[src/rtl/ptw_pkg.sv]
package ptw_pkg;
  typedef enum logic [1:0] {
    WS_IDLE = 2'd0,
    WS_REQ  = 2'd1,
    WS_WAIT = 2'd2,
    WS_DONE = 2'd3
  } walk_state_e;
endpackage

[src/rtl/ptw_base_reg.sv]
module ptw_base_reg #(
  parameter int AW = 32
) (
  input  logic          clk,
  input  logic          rst,
  input  logic          wr_en,
  input  logic [AW-1:0] wr_data,
  output logic [AW-1:0] base_q
);
  always_ff @(posedge clk) begin
    if (rst)        base_q <= '0;
    else if (wr_en) base_q <= wr_data;
  end
endmodule

[src/rtl/ptw_addr_gen.sv]
module ptw_addr_gen #(
  parameter int AW          = 32,
  parameter int VPN_W       = 20,
  parameter int ENTRY_BYTES = 4
) (
  input  logic [AW-1:0]    base,
  input  logic [VPN_W-1:0] vpn,
  output logic [AW-1:0]    entry_addr
);
  localparam int SHIFT = $clog2(ENTRY_BYTES);
  logic [AW-1:0] scaled;

  generate
    if (SHIFT == 0) begin : g_noscale
      assign scaled = AW'(vpn);
    end else begin : g_scale
      assign scaled = AW'(vpn) << SHIFT;
    end
  endgenerate

  assign entry_addr = base + scaled;
endmodule

[src/rtl/ptw_pte_decode.sv]
module ptw_pte_decode #(
  parameter int PTE_W      = 32,
  parameter int PPN_W      = 22,
  parameter int RIGHTS_W   = 2,
  parameter int VALID_POS  = 31,
  parameter int RIGHTS_LSB = 29
) (
  input  logic [PTE_W-1:0]    pte,
  output logic                present,
  output logic [RIGHTS_W-1:0] rights,
  output logic [PPN_W-1:0]    ppn
);
  assign present = pte[VALID_POS];
  assign rights  = pte[RIGHTS_LSB +: RIGHTS_W];
  assign ppn     = PPN_W'(pte);
endmodule

[src/rtl/ptw_ctrl.sv]
module ptw_ctrl
  import ptw_pkg::*;
#(
  parameter int AW       = 32,
  parameter int VA_W     = 32,
  parameter int VPN_W    = 20,
  parameter int PPN_W    = 22,
  parameter int RIGHTS_W = 2
) (
  input  logic                clk,
  input  logic                rst,
  input  logic                miss_valid,
  input  logic [VA_W-1:0]     miss_va,
  input  logic [AW-1:0]       entry_addr,
  output logic                busy,
  output logic                req_valid,
  input  logic                req_ready,
  output logic [AW-1:0]       req_addr,
  input  logic                rsp_valid,
  input  logic                pte_present,
  input  logic [RIGHTS_W-1:0] pte_rights,
  input  logic [PPN_W-1:0]    pte_ppn,
  output logic                refill_valid,
  output logic [VPN_W-1:0]    refill_vpn,
  output logic [PPN_W-1:0]    refill_ppn,
  output logic [RIGHTS_W-1:0] refill_rights,
  output logic                fault_valid,
  output logic [VA_W-1:0]     fault_va
);
  walk_state_e   state;
  logic [VA_W-1:0] va_q;

  always_ff @(posedge clk) begin
    if (rst) begin
      state         <= WS_IDLE;
      va_q          <= '0;
      req_addr      <= '0;
      refill_valid  <= 1'b0;
      refill_vpn    <= '0;
      refill_ppn    <= '0;
      refill_rights <= '0;
      fault_valid   <= 1'b0;
      fault_va      <= '0;
    end else begin
      refill_valid <= 1'b0;
      fault_valid  <= 1'b0;
      unique case (state)
        WS_IDLE: begin
          if (miss_valid) begin
            va_q     <= miss_va;
            req_addr <= entry_addr;
            state    <= WS_REQ;
          end
        end
        WS_REQ: begin
          if (req_ready) state <= WS_WAIT;
        end
        WS_WAIT: begin
          if (rsp_valid) begin
            state <= WS_DONE;
            if (pte_present) begin
              refill_valid  <= 1'b1;
              refill_vpn    <= va_q[VA_W-1 -: VPN_W];
              refill_ppn    <= pte_ppn;
              refill_rights <= pte_rights;
            end else begin
              fault_valid <= 1'b1;
              fault_va    <= va_q;
            end
          end
        end
        WS_DONE: state <= WS_IDLE;
        default: state <= WS_IDLE;
      endcase
    end
  end

  assign busy      = (state != WS_IDLE);
  assign req_valid = (state == WS_REQ);
endmodule

[src/rtl/pt_walker.sv]
module pt_walker #(
  parameter int AW          = 32,
  parameter int VA_W        = 32,
  parameter int PAGE_OFF_W  = 12,
  parameter int PTE_W       = 32,
  parameter int PPN_W       = 22,
  parameter int RIGHTS_W    = 2,
  parameter int VALID_POS   = 31,
  parameter int RIGHTS_LSB  = 29,
  parameter int ENTRY_BYTES = 4,
  parameter int VPN_W       = VA_W - PAGE_OFF_W
) (
  input  logic                clk,
  input  logic                rst,
  input  logic                base_wr_en,
  input  logic [AW-1:0]       base_wr_data,
  output logic [AW-1:0]       base_q,
  input  logic                miss_valid,
  input  logic [VA_W-1:0]     miss_va,
  output logic                busy,
  output logic                mem_req_valid,
  input  logic                mem_req_ready,
  output logic [AW-1:0]       mem_req_addr,
  input  logic                mem_rsp_valid,
  input  logic [PTE_W-1:0]    mem_rsp_data,
  output logic                refill_valid,
  output logic [VPN_W-1:0]    refill_vpn,
  output logic [PPN_W-1:0]    refill_ppn,
  output logic [RIGHTS_W-1:0] refill_rights,
  output logic                fault_valid,
  output logic [VA_W-1:0]     fault_va
);
  logic [AW-1:0]       entry_addr;
  logic                pte_present;
  logic [RIGHTS_W-1:0] pte_rights;
  logic [PPN_W-1:0]    pte_ppn;

  ptw_base_reg #(.AW(AW)) u_base (
    .clk(clk), .rst(rst), .wr_en(base_wr_en),
    .wr_data(base_wr_data), .base_q(base_q)
  );

  ptw_addr_gen #(.AW(AW), .VPN_W(VPN_W), .ENTRY_BYTES(ENTRY_BYTES)) u_addr (
    .base(base_q), .vpn(miss_va[VA_W-1 -: VPN_W]), .entry_addr(entry_addr)
  );

  ptw_pte_decode #(
    .PTE_W(PTE_W), .PPN_W(PPN_W), .RIGHTS_W(RIGHTS_W),
    .VALID_POS(VALID_POS), .RIGHTS_LSB(RIGHTS_LSB)
  ) u_dec (
    .pte(mem_rsp_data), .present(pte_present),
    .rights(pte_rights), .ppn(pte_ppn)
  );

  ptw_ctrl #(
    .AW(AW), .VA_W(VA_W), .VPN_W(VPN_W), .PPN_W(PPN_W), .RIGHTS_W(RIGHTS_W)
  ) u_ctrl (
    .clk(clk), .rst(rst),
    .miss_valid(miss_valid), .miss_va(miss_va), .entry_addr(entry_addr),
    .busy(busy), .req_valid(mem_req_valid), .req_ready(mem_req_ready),
    .req_addr(mem_req_addr), .rsp_valid(mem_rsp_valid),
    .pte_present(pte_present), .pte_rights(pte_rights), .pte_ppn(pte_ppn),
    .refill_valid(refill_valid), .refill_vpn(refill_vpn),
    .refill_ppn(refill_ppn), .refill_rights(refill_rights),
    .fault_valid(fault_valid), .fault_va(fault_va)
  );
endmodule

[config.mk]
export PLATFORM = sky130hd
export DESIGN_NAME = pt_walker
export DESIGN_NICKNAME = d
export VERILOG_FILES = /design/src/rtl/ptw_pkg.sv /design/src/rtl/ptw_base_reg.sv /design/src/rtl/ptw_addr_gen.sv /design/src/rtl/ptw_pte_decode.sv /design/src/rtl/ptw_ctrl.sv /design/src/rtl/pt_walker.sv
export SDC_FILE = /design/constraint.sdc
export NUM_CORES = 1
export LEC_CHECK = 0
export BUFFER_PORTS_ARGS = -buffer_cell sky130_fd_sc_hd__buf_4
export CORE_MARGIN = 2
export CORE_UTILIZATION = 55
export DETAILED_ROUTE_END_ITERATION = 16
export MAX_ROUTING_LAYER = met4
export PLACE_DENSITY_LB_ADDON = 0.05
export SLEW_MARGIN = 20
export SYNTH_ARGS = -nofsm -noshare
export SYNTH_HDL_FRONTEND = slang
export SYNTH_HIERARCHICAL = 1
export SYNTH_SLANG_ARGS = --single-unit
[constraint.sdc]
create_clock -name clk -period 4.8 [get_ports clk]
set_clock_uncertainty 0.2 [all_clocks]
set_input_delay 0.48 -clock clk [delete_from_list [all_inputs] [get_ports clk]]
set_output_delay 0.48 -clock clk [all_outputs]
set_load 0.05 [all_outputs]
==> flow_metrics.tcl, run 1 <==
set metrics [dict create \
    core_area_mm2 0.01393 \
    io_pins 246 \
    power_density_mw_per_mm2 432.8 \
    hold_class "in -> reg" \
    finalSetupViolations 0 \
    tns_ns 0 \
    diodes 0 \
    ys_warn_count 6 \
    hold_viol 0 \
    hold_buffers 0 \
    cp_slowest_cell "fa_1" \
    synth_compound_area_share_pct 15.36 \
    synth_cell_types 58 \
    initialDrtViolationCount 536 \
    vias 7073 \
    regArea_mm2 0.003523 \
    synthSimpleGateAreaFrac_pct 21.33 \
    dp_hpwl_mm 13.94 \
    leakage_nw 4.311 \
    whs_path_depth 3 \
    ys_seq_elements 176 \
    timing.final.crit_share_pct 59.34 \
    startpoint "u_base/base_q[2]" \
    hp-start "base_wr_data[26]" \
    start_util_pct 56.71 \
    post_cts_resized 0 \
    ys_async_sr_fraction_pct 0 \
    io_buffers 238 \
    reg2reg_slack_ns 1.95 \
    track_usage_pct 26.55 \
    drv_slew 0 \
    root_buffer "clkbuf_16" \
    dieArea_mm2 0.01534 \
    firstDrtPassIters 5 \
    cts_setup_buffers 0 \
    place_area_mm2 0.009379 \
    synth_fa_ha_area_share_pct 4.053 \
    final_cell_area_mm2 0.009992 \
    path_cells "ha_1, inv_1, fa_1, nor2b_1, o2111a_1, o31a_1, o211ai_2, a21boi_1, xor2_1, nand2_1, a21oi_1" \
    totalWireLength_mm 20.18 \
    grt_pass1_vias 6219 \
    post_drt_wl_per_cell_um 14.90 \
    endpoint_kind "flop" \
    numCtsBuffers 17 \
    clk_latency_ns 0.42 \
    drive_above_1_share_pct 24.45 \
    synth-main-ff-cell "dfxtp_1" \
    irDropWorstVdd_uv 588.3 \
    synthXorXnorAreaFrac_pct 2.327 \
    ant_nets 0 \
    clkSinkCount 176 \
    drc_errors 0 \
    avgSynthCellArea_um2 8.015 \
    critPathMaxFanout 5 \
    syn2layout_area_growth_pct 26.44 \
    grt_pass1_wl_mm 30.80 \
    viasPerCell 5.224 \
    holdWs_ns 0.08680 \
    fin_crit_ns 2.848 \
    die_w_um 123.9 \
    place_ws_ns 1.587 \
    grt_max_degree 137 \
    muxShareOfSynthArea_pct 4.180 \
    path_clk_slew_ns 0.07 \
    critPathMaxStageDelay_ns 0.41 \
    cp.required_ns 4.95 \
    r2r_cells 11 \
    cap_viol_max_count 0 \
    syn_area_mm2 0.007903 \
    synth_top_family_by_area "simple AND/OR/NAND/NOR gates" \
    fin_ws_ns 1.952 \
    yosysSeqAreaShare_pct 44.59 \
    cp.arrival_ns 3.00 \
    worst_hold_path.endpoint "u_base/base_q[26]" \
    synthesis.nets 1113 \
    worst-setup-path-type "reg -> reg" \
    clock.fmax_mhz 351.1 \
    tritoncts "yes" \
    r2r-end "u_ctrl/req_addr[24]" \
    slew_headroom_pct 32.50 \
    rsz0062_at_grt "false" \
    startpoint_type "flop" \
    worst_slew_pin_slew_ns 1.011 \
    multiInputGateArea_mm2 0.003745 \
    gp_congestion 0.8955 \
    fillers 1206 \
    rr_startpoint "u_base/base_q[2]" \
    synth-edff-count 0 \
    grt_antenna_before_repair 0 \
    die_h_um 123.9 \
    core.rowCount 43 \
    status "complete, no violations" \
    synth_cells 986 \
    nets 1288 \
    ctsHtreeMaxLevel 4 \
    cts_max_path_buffers 2 \
    grt-ovfl-total 0 \
]
## state kept, by name (all words and copies together) (netlist names)
register and cells:
u_ctrl/req_addr 32, u_ctrl/state 2, u_ctrl/fault_va 32, u_ctrl/refill_ppn 22, u_ctrl/refill_vpn 20, u_ctrl/fault_valid 1, u_base/base_q 32, u_ctrl/va_q 32
u_ctrl/refill_rights 2, u_ctrl/refill_valid 1
## where the power goes
| part | internal, W | switching, W |
|---|---|---|
| sequential | 0.00160 | 0.0000967 |
| clock | 0.000827 | 0.000594 |
| combinational | 0.000376 | 0.000827 |
| total | 0.00281 | 0.00152 |
## cells in the mapped netlist, drive strengths merged, types with 2 or more instances
cell type    n  share of area [%]
nand2      307                 15
dfxtp      176                 45
a21oi      165                 11
buf         69                6.5
nor2        45                2.1
mux2i       33                4.2
ha          24                3.8
clkbuf      18               0.85
inv         17               0.81
nand3       14               0.95
o21ai       14               0.93
nor3        11               0.70
xor2        11                1.2
xnor2       10                1.1
o211ai       7               0.73
nand2b       6               0.48
nor2b        5               0.40
a211oi       4               0.44
a21o         4               0.38
a31oi        4               0.32
a21boi       3               0.28
and2         3               0.24
and3         3               0.24
nand4        3               0.24
nor3b        3               0.35
o21bai       3               0.28
a311oi       2               0.22
nor4         2               0.24
o21a         2               0.19
o311ai       2               0.22
or2          2               0.16
## worst max-delay path by stage
stage / end / slack (ns)
finish: u_ctrl/req_addr[24] / 1.95
global route: u_ctrl/req_addr[24] / 1.80
detailed placement: u_ctrl/req_addr[31] / 1.59
CTS: u_ctrl/req_addr[31] / 1.83
floorplan: u_ctrl/req_addr[30] / 2.01
global placement: u_ctrl/req_addr[31] / 1.64
## routing by layer
layer | global-route usage (%) | wire length (um) | vias up
met5 | - | 0 | -
met3 | 7.005 | 1486 | 18
met2 | 41.69 | 9564 | 225
li1 | - | - | 3592
met4 | 7.528 | 283 | 0
met1 | 33.86 | 8845 | 3238
## kinds of logic after synthesis
| family | count (synthesis) |
|---|---|
| buffers and inverters | 104 |
| AND/OR/NAND/NOR | 410 |
| adder cells (fa/ha/maj) | 25 |
| flip-flops | 176 |
| AO/OA/AOI/OAI | 217 |
| XOR/XNOR | 21 |
| multiplexers | 33 |
## final cells by class
type                            count  area share [%]
Sequential cell                   176           35.26
Tap cell                          180           2.254
Timing Repair Buffer              243           18.29
Multi-Input combinational cell    706           37.48
Clock inverter                     14           1.778
Inverter                           17          0.6386
Clock buffer                       18           4.295
## through the flow
step / utilization [%] / instances / power [W]
6_report: 71.71 / 1354 / 0.004324
5_1_grt: 71.71 / 1354 / 0.004525
4_1_cts: 71.66 / 1354 / 0.004344
3_5_place_dp: 67.31 / 1322 / 0.002923
3_3_place_gp: 67.31 / 1322 / 0.002915
2_1_floorplan: - / 986 / 0.002616
## cell usage in the layout (no fill, tap or decap), types with 3 or more instances in the layout
cell type   count
xor2_1         11
mux2i_1        33
inv_6           3
nand2_1       306
o21ai_1         5
a31oi_1         3
a21o_1          4
a21oi_1       163
o21bai_1        3
nor3_1         11
nor2b_1         5
clkbuf_16      17
clkinvlp_4      3
dfxtp_1       176
nand4_1         3
buf_4         242
o211ai_1        6
bufinv_16       3
o21ai_0         8
nor2_1         45
ha_1           24
xnor2_1        10
nand3_1        13
inv_1          17
a211oi_1        3
nand2b_1        6
## worst max-delay path: cells and delay by family, from the launching register on
family,cells,cell delay (ns)
AO/OA/AOI/OAI,5,0.97
XOR/XNOR,1,0.27
adder cells (fa/ha/maj),2,0.61
buffers and inverters,1,0.06
flip-flops,1,0.38
AND/OR/NAND/NOR,2,0.28
Note: power is estimated with default switching activity, not from simulation.
==> inputs of run 2 (changes only) <==
--- a/config.mk
+++ b/config.mk
@@ -7,7 +7,7 @@
 export LEC_CHECK = 0
 export BUFFER_PORTS_ARGS = -buffer_cell sky130_fd_sc_hd__buf_4
 export CORE_MARGIN = 2
-export CORE_UTILIZATION = 55
+export CORE_UTILIZATION = 51
 export DETAILED_ROUTE_END_ITERATION = 16
 export MAX_ROUTING_LAYER = met4
 export PLACE_DENSITY_LB_ADDON = 0.05
==> constraint.sdc (replaced) <==
create_clock -name clk -period 2.8 [get_ports clk]
set_clock_uncertainty 0.2 [all_clocks]
set_input_delay 0.28 -clock clk [delete_from_list [all_inputs] [get_ports clk]]
set_output_delay 0.28 -clock clk [all_outputs]
set_load 0.05 [all_outputs]
==> flow_metrics.tcl, run 2 (synthesis results as in run 1) <==
set metrics [dict create \
    dp_hpwl_mm 14.43 \
    reg2reg_slack_ns 0.12 \
    critPathBufInv 3 \
    status "complete, no violations" \
    clkSinkCount 176 \
    whs_path_depth 2 \
    dieArea_mm2 0.01651 \
    path_cells "dlygate4sd3_1, buf_4, ha_1, nor2b_2, o2111a_2, buf_4, nor4_4, o31ai_1, a21oi_1, xnor2_1, nand2_1, a21oi_1" \
    core.rowCount 45 \
    hp-start "rst" \
    grt_pass1_vias 6838 \
    clock.fmax_mhz 368.8 \
    totalWireLength_mm 22.23 \
    power_density_mw_per_mm2 681.8 \
    worst-setup-path-type "in -> reg" \
    grt_pass1_wl_mm 34.04 \
    worst_hold_path.endpoint "u_base/base_q[23]" \
    io_buffers 238 \
    drc_errors 0 \
    ant_nets 0 \
    place_area_mm2 0.009502 \
    ctsHtreeMaxLevel 4 \
    r2r-end "u_ctrl/req_addr[16]" \
    critPathMaxStageDelay_ns 0.54 \
    final_cell_area_mm2 0.01106 \
    cap_viol_max_count 0 \
    worst_slew_pin_slew_ns 0.6050 \
    hold_viol 0 \
    io_pins 246 \
    firstDrtPassIters 8 \
    layout_common_cells "nand2_1, buf_4, dfxtp_1" \
    layout_commonest_cell "nand2_1" \
    hold_class "in -> reg" \
    diodes 0 \
    cp_top_family "buffers and inverters" \
    cp.arrival_ns 2.86 \
    nets 1388 \
    die_w_um 128.5 \
    grt_antenna_before_repair 0 \
    drive_above_1_share_pct 24.18 \
    power_w 0.007541 \
    fin_util_pct 73.02 \
    start_util_pct 52.18 \
    vias 7527 \
    initialDrtViolationCount 431 \
    rr_startpoint "u_base/base_q[2]" \
    clk_latency_ns 0.43 \
    fin_crit_ns 2.712 \
    track_usage_pct 26.77 \
    critPathMaxFanout 4 \
    timing.final.crit_share_pct 96.84 \
    tritoncts "yes" \
    holdWs_ns 0.01226 \
    viasPerCell 5.148 \
    cts_max_path_buffers 2 \
    leakage_nw 4.756 \
    drv_slew 0 \
    grt_max_degree 92 \
    root_buffer "clkbuf_16" \
    post_drt_wl_per_cell_um 15.20 \
    numCtsBuffers 17 \
    finalSetupViolations 0 \
    endpoint_kind "flop" \
    cp_slowest_cell "dlygate4sd3_1" \
    irDropWorstVdd_uv 515.7 \
    slew_headroom_pct 59.67 \
    die_h_um 128.5 \
    core_area_mm2 0.01515 \
    path_clk_slew_ns 0.07 \
    gp_congestion 0.8952 \
    cp.required_ns 2.95 \
    r2r_cells 12 \
    syn2layout_area_growth_pct 39.95 \
    grt-ovfl-total 0 \
    startpoint_type "input pin" \
]
==> run 2: cell types whose count changed in the layout (fill, tap and decap cells not counted), sizes merged <==
cell,before,now
dlygate4sd3,0,89
clkinv,4,8
bufinv,3,2
dlymetal6s4s,0,1
buf,243,253
clkinvlp,3,0
==> run 2: final cells by class <==
type	instances	area (um^2)
multi-input combinational	706	3807
clock inverter	14	156.4
fill	1215	4086
sequential	176	3523
timing repair buffer	343	2844
tap	188	235.2
clock buffer	18	429.2
inverter	17	63.81
==> run 2: worst max-delay path by stage <==
stage | from | to | slack (ns) | cells after the start
floorplan | u_base/base_q[2] | u_ctrl/req_addr[30] | 0.01 | 11
global placement | miss_va[12] | u_ctrl/req_addr[30] | 0.19 | 12
detailed placement | miss_va[12] | u_ctrl/req_addr[30] | 0.15 | 12
CTS | miss_va[12] | u_ctrl/req_addr[30] | 0.002 | 13
global route | miss_va[23] | u_ctrl/req_addr[16] | -0.01 | 11
finish | miss_va[14] | u_ctrl/req_addr[16] | 0.09 | 12
==> run 2: timing repair <==
item | in CTS | in global routing
endpoints found under the setup margin | 0 | 13
hold buffers | 90 | 0
hold endpoints to repair | 89 | 0
buffers inserted | 0 | 1
resized for setup | 0 | 16
==> run 2: worst reg2reg max path: stages, from the launching register on <==
cell	delay (ns)
dfxtp_1	0.40
ha_4	0.16
inv_1	0.05
fa_2	0.39
nor2b_2	0.14
o2111a_2	0.24
buf_4	0.12
nor4_4	0.04
o31ai_1	0.22
a21oi_1	0.11
xnor2_1	0.27
nand2_1	0.11
a21oi_1	0.14
==> run 2: through the flow <==
step / instances / setup WS [ns] / setup TNS, ns
floorplan: 986 / 0.01201 / 0
global placement: 1340 / 0.1932 / 0
detailed placement: 1340 / 0.1548 / 0
CTS: 1462 / 0.001566 / 0
global route: 1462 / -0.01422 / -0.02423
finish: 1462 / 0.08844 / 0
==> run 2: where the power goes <==
part | switching [W] | total (W) | internal, W
Combinational | 0.00147 | 0.00226 | 0.000783
Clock | 0.00103 | 0.00236 | 0.00133
Sequential | 0.000170 | 0.00292 | 0.00275
==> run 2: metal layers <==
layer | GRT usage, % | share of wire [%] | vias to the layer above
met5 | - | 0 | -
met2 | 41.99 | 47 | 253
li1 | - | - | 3801
met1 | 34.89 | 45 | 3447
met3 | 5.780 | 6.4 | 26
met4 | 7.886 | 1.5 | 0
